`config.mk`:
```
export PLATFORM = sky130hd
export DESIGN_NAME = tpb_block_builder
export DESIGN_NICKNAME = d
export VERILOG_FILES = /design/src/rtl/tpb_pkg.sv /design/src/rtl/tpb_slot_mask.sv /design/src/rtl/tpb_next_slot.sv /design/src/rtl/tpb_word_mux.sv /design/src/rtl/tpb_block_builder.sv
export SDC_FILE = /design/constraint.sdc
export NUM_CORES = 1
export LEC_CHECK = 0
export CAP_MARGIN = 20
export CORE_MARGIN = 8
export CORE_UTILIZATION = 40
export CTS_BUF_LIST = sky130_fd_sc_hd__clkbuf_4 sky130_fd_sc_hd__clkbuf_8
export DETAILED_ROUTE_END_ITERATION = 7
export GPL_ROUTABILITY_DRIVEN = 0
export PLACE_DENSITY_LB_ADDON = 0.12
export SYNTH_ARGS = -nofsm -noshare
export SYNTH_HDL_FRONTEND = slang
export SYNTH_SLANG_ARGS = --single-unit
```
`constraint.sdc`:
```
create_clock -name clk -period 8.71 [get_ports clk]
set_input_delay 1.742 -clock clk [delete_from_list [all_inputs] [get_ports clk]]
set_output_delay 1.742 -clock clk [all_outputs]
set_load 0.03 [all_outputs]
```
`src/rtl/tpb_pkg.sv`:
```
package tpb_pkg;

  typedef enum logic [2:0] {
    SK_SYNC    = 3'd0,
    SK_SUMMARY = 3'd1,
    SK_BAR     = 3'd2,
    SK_TRK     = 3'd3,
    SK_LUT     = 3'd4
  } slot_kind_e;

  localparam int BAR_FRAMES = 2;
  localparam int TRK_FRAMES = 3;
  localparam int TRK_SLOTS  = TRK_FRAMES + 1;

  // Slot layout: 0 sync, 1 summary, barrel frames, then per track 3 frames + lookup
  function automatic slot_kind_e slot_kind(input int s, input int nbar);
    int r;
    if (s == 0) return SK_SYNC;
    if (s == 1) return SK_SUMMARY;
    if (s < 2 + BAR_FRAMES * nbar) return SK_BAR;
    r = s - 2 - BAR_FRAMES * nbar;
    if ((r % TRK_SLOTS) == TRK_FRAMES) return SK_LUT;
    return SK_TRK;
  endfunction

  function automatic int slot_unit(input int s, input int nbar);
    if (s < 2) return 0;
    if (s < 2 + BAR_FRAMES * nbar) return (s - 2) / BAR_FRAMES;
    return (s - 2 - BAR_FRAMES * nbar) / TRK_SLOTS;
  endfunction

  function automatic int slot_frame(input int s, input int nbar);
    if (s < 2) return 0;
    if (s < 2 + BAR_FRAMES * nbar) return (s - 2) % BAR_FRAMES;
    return (s - 2 - BAR_FRAMES * nbar) % TRK_SLOTS;
  endfunction

endpackage

```
`src/rtl/tpb_slot_mask.sv`:
```
module tpb_slot_mask
  import tpb_pkg::*;
#(
  parameter int N_BAR  = 2,
  parameter int N_TRK  = 3,
  parameter int QUAL_W = 3,
  parameter int MODE_W = 3,
  parameter int SPY_W  = 2,
  parameter int NSLOT  = 18
) (
  input  logic [N_BAR*QUAL_W-1:0] qual,
  input  logic [N_TRK*MODE_W-1:0] mode,
  input  logic                    bar_en,
  input  logic                    zs,
  input  logic [SPY_W-1:0]        spy,
  output logic [NSLOT-1:0]        mask,
  output logic [N_TRK-1:0]        lut_keep
);

  logic [N_BAR-1:0] bar_keep;
  logic [N_TRK-1:0] trk_keep;

  for (genvar b = 0; b < N_BAR; b++) begin : g_bar
    assign bar_keep[b] = bar_en & (~zs | (|qual[b*QUAL_W +: QUAL_W]));
  end

  for (genvar t = 0; t < N_TRK; t++) begin : g_trk
    assign trk_keep[t] = ~zs | (|mode[t*MODE_W +: MODE_W]);
    assign lut_keep[t] = trk_keep[t] & (spy == SPY_W'(t + 1));
  end

  for (genvar s = 0; s < NSLOT; s++) begin : g_slot
    localparam slot_kind_e K = slot_kind(s, N_BAR);
    localparam int         U = slot_unit(s, N_BAR);
    if (K == SK_SYNC || K == SK_SUMMARY) begin : g_fixed
      assign mask[s] = 1'b1;
    end else if (K == SK_BAR) begin : g_b
      assign mask[s] = bar_keep[U];
    end else if (K == SK_TRK) begin : g_t
      assign mask[s] = trk_keep[U];
    end else begin : g_l
      assign mask[s] = lut_keep[U];
    end
  end

endmodule

```
`src/rtl/tpb_next_slot.sv`:
```
module tpb_next_slot #(
  parameter int NSLOT  = 18,
  parameter int SLOT_W = 5
) (
  input  logic [NSLOT-1:0]  mask,
  input  logic [SLOT_W-1:0] cur,
  output logic [SLOT_W-1:0] nxt,
  output logic              last
);

  always_comb begin
    nxt  = cur;
    last = 1'b1;
    for (int s = NSLOT - 1; s >= 0; s--) begin
      if (mask[s] && (s > int'(cur))) begin
        nxt  = SLOT_W'(s);
        last = 1'b0;
      end
    end
  end

endmodule

```
`src/rtl/tpb_word_mux.sv`:
```
module tpb_word_mux
  import tpb_pkg::*;
#(
  parameter int WORD_W = 16,
  parameter int N_BAR  = 2,
  parameter int N_TRK  = 3,
  parameter int QUAL_W = 3,
  parameter int MODE_W = 3,
  parameter int SLOT_W = 5
) (
  input  logic [SLOT_W-1:0]                    cur,
  input  logic [WORD_W-1:0]                    sync,
  input  logic [N_BAR*QUAL_W-1:0]              qual,
  input  logic [N_TRK*MODE_W-1:0]              mode,
  input  logic [N_BAR*BAR_FRAMES*WORD_W-1:0]   bar_fr,
  input  logic [N_TRK*TRK_FRAMES*WORD_W-1:0]   trk_fr,
  input  logic [N_TRK*WORD_W-1:0]              lut_fr,
  output logic [WORD_W-1:0]                    word
);

  logic [WORD_W-1:0] summary;

  always_comb begin
    summary = '0;
    summary[N_TRK*MODE_W-1:0] = mode;
    for (int b = 0; b < N_BAR; b++)
      summary[N_TRK*MODE_W + b] = |qual[b*QUAL_W +: QUAL_W];
  end

  always_comb begin
    int u;
    int f;
    u = slot_unit(int'(cur), N_BAR);
    f = slot_frame(int'(cur), N_BAR);
    word = '0;
    case (slot_kind(int'(cur), N_BAR))
      SK_SYNC:    word = sync;
      SK_SUMMARY: word = summary;
      SK_BAR:     word = bar_fr[(u*BAR_FRAMES + f)*WORD_W +: WORD_W];
      SK_TRK:     word = trk_fr[(u*TRK_FRAMES + f)*WORD_W +: WORD_W];
      SK_LUT:     word = lut_fr[u*WORD_W +: WORD_W];
      default:    word = '0;
    endcase
    word[WORD_W-1] = 1'b0;
  end

endmodule

```
`src/rtl/tpb_block_builder.sv`:
```
module tpb_block_builder
  import tpb_pkg::*;
#(
  parameter int WORD_W = 16,
  parameter int N_BAR  = 2,
  parameter int N_TRK  = 3,
  parameter int QUAL_W = 3,
  parameter int MODE_W = 3
) (
  input  logic                                 clk,
  input  logic                                 rst_n,
  input  logic                                 start,
  input  logic [WORD_W-1:0]                    sync_err,
  input  logic [N_BAR*QUAL_W-1:0]              bar_qual,
  input  logic [N_BAR*2*WORD_W-1:0]            bar_frames,
  input  logic [N_TRK*MODE_W-1:0]              trk_mode,
  input  logic [N_TRK*3*WORD_W-1:0]            trk_frames,
  input  logic [N_TRK*WORD_W-1:0]              trk_lut,
  input  logic                                 cfg_bar_en,
  input  logic                                 cfg_zs,
  input  logic [$clog2(N_TRK+1)-1:0]           cfg_spy,
  output logic                                 out_valid,
  output logic [WORD_W-1:0]                    out_word,
  output logic                                 out_done
);

  localparam int NSLOT     = 2 + N_BAR*BAR_FRAMES + N_TRK*TRK_SLOTS;
  localparam int SLOT_W    = $clog2(NSLOT);
  localparam int SPY_W     = $clog2(N_TRK+1);
  localparam int MAX_WORDS = 2 + N_BAR*BAR_FRAMES + N_TRK*TRK_FRAMES + 1;
  localparam int CNT_W     = $clog2(MAX_WORDS+1);

  // Captured crossing
  logic [WORD_W-1:0]                  snap_sync;
  logic [N_BAR*QUAL_W-1:0]            snap_qual;
  logic [N_BAR*2*WORD_W-1:0]          snap_bar;
  logic [N_TRK*MODE_W-1:0]            snap_mode;
  logic [N_TRK*3*WORD_W-1:0]          snap_trk;
  logic [N_TRK*WORD_W-1:0]            snap_lut;
  logic                               snap_bar_en;
  logic                               snap_zs;
  logic [SPY_W-1:0]                   snap_spy;

  logic               busy;
  logic [SLOT_W-1:0]  cur_slot;
  logic [SLOT_W-1:0]  nxt_slot;
  logic               last_slot;
  logic [NSLOT-1:0]   slot_mask;
  logic [N_TRK-1:0]   lut_keep;
  logic [CNT_W-1:0]   word_cnt;

  // Named events
  logic start_acc;
  logic start_ign;
  assign start_acc = start & (~busy | last_slot);
  assign start_ign = start & busy & ~last_slot;

  tpb_slot_mask #(
    .N_BAR(N_BAR), .N_TRK(N_TRK), .QUAL_W(QUAL_W), .MODE_W(MODE_W),
    .SPY_W(SPY_W), .NSLOT(NSLOT)
  ) u_mask (
    .qual(snap_qual), .mode(snap_mode), .bar_en(snap_bar_en), .zs(snap_zs),
    .spy(snap_spy), .mask(slot_mask), .lut_keep(lut_keep)
  );

  tpb_next_slot #(.NSLOT(NSLOT), .SLOT_W(SLOT_W)) u_next (
    .mask(slot_mask), .cur(cur_slot), .nxt(nxt_slot), .last(last_slot)
  );

  tpb_word_mux #(
    .WORD_W(WORD_W), .N_BAR(N_BAR), .N_TRK(N_TRK), .QUAL_W(QUAL_W),
    .MODE_W(MODE_W), .SLOT_W(SLOT_W)
  ) u_mux (
    .cur(cur_slot), .sync(snap_sync), .qual(snap_qual), .mode(snap_mode),
    .bar_fr(snap_bar), .trk_fr(snap_trk), .lut_fr(snap_lut), .word(out_word)
  );

  always_ff @(posedge clk or negedge rst_n) begin
    if (!rst_n) begin
      snap_sync   <= '0;
      snap_qual   <= '0;
      snap_bar    <= '0;
      snap_mode   <= '0;
      snap_trk    <= '0;
      snap_lut    <= '0;
      snap_bar_en <= 1'b0;
      snap_zs     <= 1'b0;
      snap_spy    <= '0;
    end else if (start_acc) begin
      snap_sync   <= sync_err;
      snap_qual   <= bar_qual;
      snap_bar    <= bar_frames;
      snap_mode   <= trk_mode;
      snap_trk    <= trk_frames;
      snap_lut    <= trk_lut;
      snap_bar_en <= cfg_bar_en;
      snap_zs     <= cfg_zs;
      snap_spy    <= cfg_spy;
    end
  end

  always_ff @(posedge clk or negedge rst_n) begin
    if (!rst_n) begin
      busy     <= 1'b0;
      cur_slot <= '0;
      word_cnt <= '0;
    end else if (start_acc) begin
      busy     <= 1'b1;
      cur_slot <= '0;
      word_cnt <= CNT_W'(1);
    end else if (busy) begin
      if (last_slot) begin
        busy <= 1'b0;
      end else begin
        cur_slot <= nxt_slot;
        word_cnt <= word_cnt + 1'b1;
      end
    end
  end

  assign out_valid = busy;
  assign out_done  = busy & last_slot;

  AST_FIRST_IS_SYNC: assert property (@(posedge clk) disable iff (!rst_n)
    start_acc |=> out_valid && out_word == {1'b0, $past(sync_err[WORD_W-2:0])});
  AST_SUMMARY_MODES: assert property (@(posedge clk) disable iff (!rst_n)
    start_acc |=> ##1 out_valid && out_word[N_TRK*MODE_W-1:0] == $past(trk_mode, 2));
  AST_BARREL_GATED: assert property (@(posedge clk) disable iff (!rst_n)
    out_valid && slot_kind(int'(cur_slot), N_BAR) == SK_BAR |-> snap_bar_en);
  AST_ONE_LOOKUP: assert property (@(posedge clk) disable iff (!rst_n)
    $countones(lut_keep) <= 1);
  AST_SLOT_ASCENDS: assert property (@(posedge clk) disable iff (!rst_n)
    out_valid && !out_done && !start_acc |=> out_valid && cur_slot > $past(cur_slot));
  AST_WORD_MSB_LOW: assert property (@(posedge clk) disable iff (!rst_n)
    out_valid |-> !out_word[WORD_W-1]);
  AST_LENGTH_RANGE: assert property (@(posedge clk) disable iff (!rst_n)
    out_done |-> word_cnt >= CNT_W'(2) && word_cnt <= CNT_W'(MAX_WORDS));
  AST_IDLE_AFTER_DONE: assert property (@(posedge clk) disable iff (!rst_n)
    out_done && !start |=> !out_valid);
  AST_IGNORED_START: assert property (@(posedge clk) disable iff (!rst_n)
    start_ign |=> $stable(snap_sync) && $stable(snap_mode) && out_valid);

endmodule

```
**After elaboration in Yosys (flattened, before gate mapping)**

Cells that the tools add are included.

- Bits in registers: 296
- Input bits: 294
- Logic and storage cells: 161

- Add/subtract/negate cells: 6
- Multipliers: 1
- Order comparisons: 19
- Equality and inequality tests: 10
- Shift-type cells: 3
- Multiplexer cells: 67
- Bitwise logic cells: 17
- Reduce and logical (&&, ||, !) cells: 27

Operators by type and width:

| operator | count |
|---|---|
| 144-bit by 32-bit variable part select with 15-bit output | 1 |
| 5-bit two-way mux | 20 |
| 32-bit two-way mux | 3 |
| 28-bit two-way mux | 3 |
| 15-bit case mux with 5 select lines | 1 |
| 32-bit by 1-bit adder with 32-bit output | 2 |
| 64-bit by 32-bit variable part select with 15-bit output | 1 |
| 28-bit adder | 2 |
| 48-bit by 32-bit variable part select with 15-bit output | 1 |
| 4-bit by 5-bit > comparator with 1-bit output, first input constant | 8 |
| 32-bit by 3-bit multiplier with 28-bit output, second input constant | 1 |
| 1-bit two-way mux | 32 |
| 32-bit by 4-bit subtractor with 32-bit output, second input constant | 1 |
| 3-bit two-way mux | 8 |
| 3-bit by 5-bit > comparator with 1-bit output, first input constant | 4 |
| 18-bit nonzero test | 1 |
| 1-bit logical AND | 16 |
| 3-bit OR reduction | 5 |
| 2-bit by 5-bit > comparator with 1-bit output, first input constant | 2 |
| 5-bit > comparator, first input constant | 2 |
| 1-bit bitwise AND | 9 |
| 3-bit by 2-bit equality test with 1-bit output, second input constant | 2 |
| 3-bit equality test, second input constant | 2 |
| 1-bit OR | 6 |
| other kinds (15) | 17 |

**Depth between registers and ports, before layout**

- Word-level depth: 25
- Depth in mapped cells: 28
- Gate-level depth less buffers: 25

**Hierarchy**

Synthesis repeated with hierarchy kept, for this count alone.

- Cell total of the unflattened synthesis: 1,103
- Area total of the unflattened synthesis: 16,455.8 µm²

By module, submodules not included:

| module | times used | cells an instance | area each (µm²) | seq. area each (µm²) |
|---|---|---|---|---|
| tpb_block_builder | 1 | 640 | 12,562.0 | 7,432.1 |
| tpb_word_mux | 1 | 353 | 3,120.5 | 0.0 |
| tpb_next_slot | 1 | 87 | 580.6 | 0.0 |
| tpb_slot_mask | 1 | 23 | 192.7 | 0.0 |

**Least setup slack after synthesis**

No wires, ideal clock.

- Path type: reg-to-output
- From: reg cur_slot[2]
- To: out out_word[0]
- Arrival time: 5.806 ns
- Data required time: 6.968 ns
- Slack: 1.162 ns
- Stages on the path, launching flop included: 25
- Path buffers: 4
- Path through: dfrtp_1 -> clkbuf_1 -> inv_1 -> ha_1 -> buf_2 -> or3_1 -> o21ai_0 -> nand2_1 -> ha_1 -> nor2_1 -> ha_1 -> nor2b_1 -> xor2_1 -> nor2_1 -> a211oi_1 -> ha_1 -> fa_1 -> inv_1 -> fa_1 -> clkbuf_1 -> buf_1 -> mux2i_1 -> nor2_1 -> a21oi_1 -> o211ai_1

- Longest elaborated chain between the ends: 14
- Elaborated cells between the ends (all ways): 48
- Those cells by class: add/sub: 6; mul: 1; order compare: 2; eq/ne: 6; shift: 3; mux: 26; bitwise: 2; reduce/logical: 2

RTL lines:

| item | RTL line | source |
|---|---|---|
| from (decl) | tpb_block_builder.sv:45 | `logic [SLOT_W-1:0] cur_slot;` |
| from (signal assigned) | tpb_block_builder.sv:115 | `cur_slot <= nxt_slot;` |
| branches (longest 13 deep; another with 32-bit by 4-bit subtractor with 32-bit output) | -- |  |
| 15-bit case mux with 5 select lines * | tpb_word_mux.sv:36 | `case (slot_kind(int'(cur), N_BAR))` |
| to (decl) | tpb_block_builder.sv:23 | `output logic [WORD_W-1:0] out_word,` |

Mark *: on every way between the ends. The select of a mux whose other input is x is not followed.

**Worst setup path in the final report**

- From: reg cur_slot[2]
- To: out out_word[13]

The elaborated chain is that of the path after synthesis.

==> impl_metrics.env <==
export IMPL_synthCells=1023
export IMPL_ant_nets=0
export IMPL_drtPass1Iterations=6
export IMPL_viasPerCell=5.07
export IMPL_cts_sinks=280
export IMPL_syn_nets=1346
export IMPL_grt_ovfl_total=0
export IMPL_rsz0062_at_grt="no"
export IMPL_die_width_um=210
export IMPL_cts_made_buffers=49
export IMPL_syn_area_mm2=0.0151
export IMPL_core_area_mm2=0.0374
export IMPL_worstHoldStart="snap_lut[26]$_DFFE_PN0N_"
export IMPL_multiInputGateArea_mm2=0.00753
export IMPL_num_vias=9550
export IMPL_portBuffers=293
export IMPL_pin_count=312
export IMPL_route_met3_wl_mm=3.16
export IMPL_synth_seq_area_share_pct=46.5
export IMPL_fin_cells=1885
export IMPL_finish_utilization_pct=52.4
export IMPL_ys_warn_count=0
export IMPL_dr_max_layer_used="met5"
export IMPL_hold_viol_final=0
export IMPL_slew_headroom_pct=31.5
export IMPL_setup_tns_ns=0
export IMPL_rows=71
export IMPL_hold_class="reg -> reg"
export IMPL_wl_met2_mm=19.2
export IMPL_met1_length_mm=19.0
export IMPL_drc=0
export IMPL_crit_fanout=15
export IMPL_syn_area_per_cell_um2=14.7
export IMPL_start_util_pct=40.3
export IMPL_hold_path_cell_count=1
export IMPL_ys_types=67
export IMPL_dpl_cell_count=1787
export IMPL_grt_usage_pct=19.3
export IMPL_final_layout_size_suffix_gt1_share_pct=34.0
export IMPL_wl_per_cell_um=22.7
export IMPL_slew_violations=0
export IMPL_seq_area_mm2=0.00701
export IMPL_cts_reportedPaths_clkPinSlew_ns=0.05
export IMPL_cap_violations=0
export IMPL_fin_nets=1651
export IMPL_cp_start_kind="register"
export IMPL_synth_ff_type="dfrtp_1"
export IMPL_ys_ff_latch=280
export IMPL_die_area_mm2=0.0441
export IMPL_fillCellCount=3237
export IMPL_fin_crit_sh_pct=93.9
export IMPL_htreeDepth=2
export IMPL_outcome="finished clean"
export IMPL_crit_path_end_kind="output pin"
export IMPL_startpoint="cur_slot[2]$_DFFE_PN0P_"
export IMPL_clk_latency_ns=0.62
export IMPL_clockBufferDepth=3
export IMPL_reg2reg_to="snap_sync[5]$_DFFE_PN0N_"
export IMPL_cts_setup_buffers=0
export IMPL_die_h_um=210
export IMPL_post_route_min_period_ns=8.18
export IMPL_hpwl_mm=31.2
export IMPL_drt_total_wl_mm=42.9
export IMPL_syn2layout_area_growth_pct=30.1
export IMPL_antenna_found_initial=15
export IMPL_r2r_start="cur_slot[2]$_DFFE_PN0P_"
export IMPL_worstPathArrival_ns=6.44
export IMPL_ys_async_sr_fraction_pct=100
export IMPL_grt_pass1_vias=10600
export IMPL_r2r_setup_slack_ns=4.27
export IMPL_worst_slew_pin_slew_ns=1.03
export IMPL_fin_hold_ws_ns=0.498
export IMPL_grt_pass1_wl_mm=65.4
export IMPL_fmax_ghz=0.122
export IMPL_finalClockSkew_ns=0.0313
export IMPL_required_ns=6.97
export IMPL_r2r_cells=10
export IMPL_drt_iter0_markers=611
export IMPL_path_class="reg -> out"
export IMPL_synth_edf_count=0
export IMPL_tritoncts="built"
export IMPL_min_to="snap_lut[26]$_DFFE_PN0N_"
export IMPL_ctsRootBufferMaster="clkbuf_8"
export IMPL_grt_start_max_net_pins=116
export IMPL_setup_viol=0
-- worst max-delay path, cell delays in order (launching register included) --
cell and delay (ns):
dfrtp_1 0.49, inv_1 0.13, ha_1 0.32, or3_1 0.41, o21ai_0 0.09, nand2_1 0.08, ha_1 0.21, nor2_1 0.19
ha_1 0.21, nor2b_1 0.26, xor2_1 0.18, nor2_1 0.07, a211oi_2 0.25, ha_1 0.29, fa_1 0.54, inv_1 0.07
fa_1 0.47, inv_1 0.09, a21o_1 0.12, a21oi_1 0.09, xnor2_1 0.21, xnor3_1 0.33, nand3_1 0.07, buf_4 0.23
o221ai_1 0.22, buf_12 0.21
-- kinds of logic (layout without fill, tap and decap cells) --
group | Yosys count | after routing | synth area share, %
compound gates | 142 | 142 | 6.82
xor+xnor | 14 | 14 | 0.905
fa+ha+maj | 29 | 29 | 2.66
buf+inv | 87 | 432 | 3.70
flops | 280 | 280 | 46.5
mux | 335 | 335 | 34.8
other cells | 1 | 7 | 0.0249
simple gates | 135 | 135 | 4.62
-- how the worst max path moves through the flow --
stage | to | slack [ns] | depth (start not counted)
3_5_place_dp | out_word[12] | 1.10 | 22
3_3_place_gp | out_word[13] | 1.13 | 22
4_1_cts | out_word[12] | 0.37 | 22
5_1_grt | out_word[13] | 0.07 | 25
6_report | out_word[13] | 0.53 | 25
2_1_floorplan | out_word[0] | 1.16 | 24
-- registers in the layout, indices dropped and copies added (netlist names) --
register     cells
snap_sync       15
snap_zs          1
snap_spy         2
snap_lut        45
snap_qual        6
snap_mode        9
snap_bar        60
out_valid        1
cur_slot         5
snap_bar_en      1
snap_trk       135
-- cell type report --
type	instances	area share, %
multi-input cells	656	38.4
flip-flops and latches	280	35.7
repair buffers	318	16.4
clock buffers	79	5.00
well taps	511	3.26
clock inverters	12	0.689
inverters	23	0.440
diodes	6	0.0766
-- cell usage after synthesis (2+ instances only) --
cell type / n / share of area, %
a31oi_1: 4 / 0.17
mux2_2: 15 / 1.1
fa_1: 5 / 0.66
o221ai_1: 4 / 0.23
and2_1: 12 / 0.50
buf_1: 4 / 0.10
xnor2_1: 9 / 0.52
nor3b_1: 3 / 0.15
nor2b_1: 3 / 0.12
clkbuf_1: 22 / 0.55
a211oi_1: 5 / 0.25
a2bb2oi_1: 2 / 0.12
o211ai_1: 12 / 0.60
buf_6: 29 / 2.2
mux4_2: 45 / 6.7
o31ai_1: 3 / 0.15
or2_2: 5 / 0.21
a22oi_1: 4 / 0.20
dfrtp_1: 280 / 47
and3_1: 3 / 0.12
buf_2: 8 / 0.27
mux2_4: 260 / 26
nor4_1: 4 / 0.17
a22o_1: 17 / 0.99
nand2b_1: 10 / 0.42
o2111ai_1: 2 / 0.12
xor2_1: 4 / 0.23
a222oi_1: 9 / 0.60
ha_1: 24 / 2.0
o2bb2ai_1: 2 / 0.12
mux2i_1: 15 / 1.0
nand3b_1: 5 / 0.25
a21oi_1: 38 / 1.3
nand3_1: 5 / 0.17
nor3_1: 5 / 0.17
inv_1: 23 / 0.57
nor2_1: 42 / 1.0
o21ai_0: 19 / 0.63
nand2_1: 23 / 0.57
a21o_1: 5 / 0.25
or3_1: 8 / 0.33
-- what timing repair did --
action | 4_1_cts | 5_1_grt
endpoints found under the setup margin | 0 | 9
endpoints found under the hold margin | 0 | 0
gates resized for setup | 0 | 1
hold buffers | 0 | 0
-- per-layer routing --
| layer | GRT usage, % | vias up |
|---|---|---|
| li1 | - | 4408 |
| met2 | 28.7 | 305 |
| met5 | 0 | - |
| met4 | 7.97 | 18 |
| met3 | 6.25 | 86 |
| met1 | 25.8 | 4733 |
-- placed cells by master, fill, tap and decap left out, types with 7 or more instances in the layout --
cell and instances:
ha_1 23, mux2_4 260, o211ai_1 12, nor2_1 42, mux4_2 45, nand2_1 23
dfrtp_1 280, and2_1 12, a222oi_1 9, a21oi_1 38, clkbuf_4 17, nand2b_1 10
inv_1 23, a22o_1 17, buf_4 30, mux2_2 15, clkbuf_8 62, buf_12 10
xnor2_1 8, mux2i_1 15, or3_1 8, clkdlybuf4s50_1 277, o21ai_0 19, clkinv_2 7
-- metrics by stage --
stage	area, um2	setup WS [ns]
after global routing	19600	0.0665
after detailed placement	18500	1.10
after floorplan	15100	1.16
after global placement	18500	1.13
final	19600	0.533
after CTS	19600	0.372
Power is not shown: default switching activity piles up to over one toggle a cycle in this logic, so the estimate is an artifact.
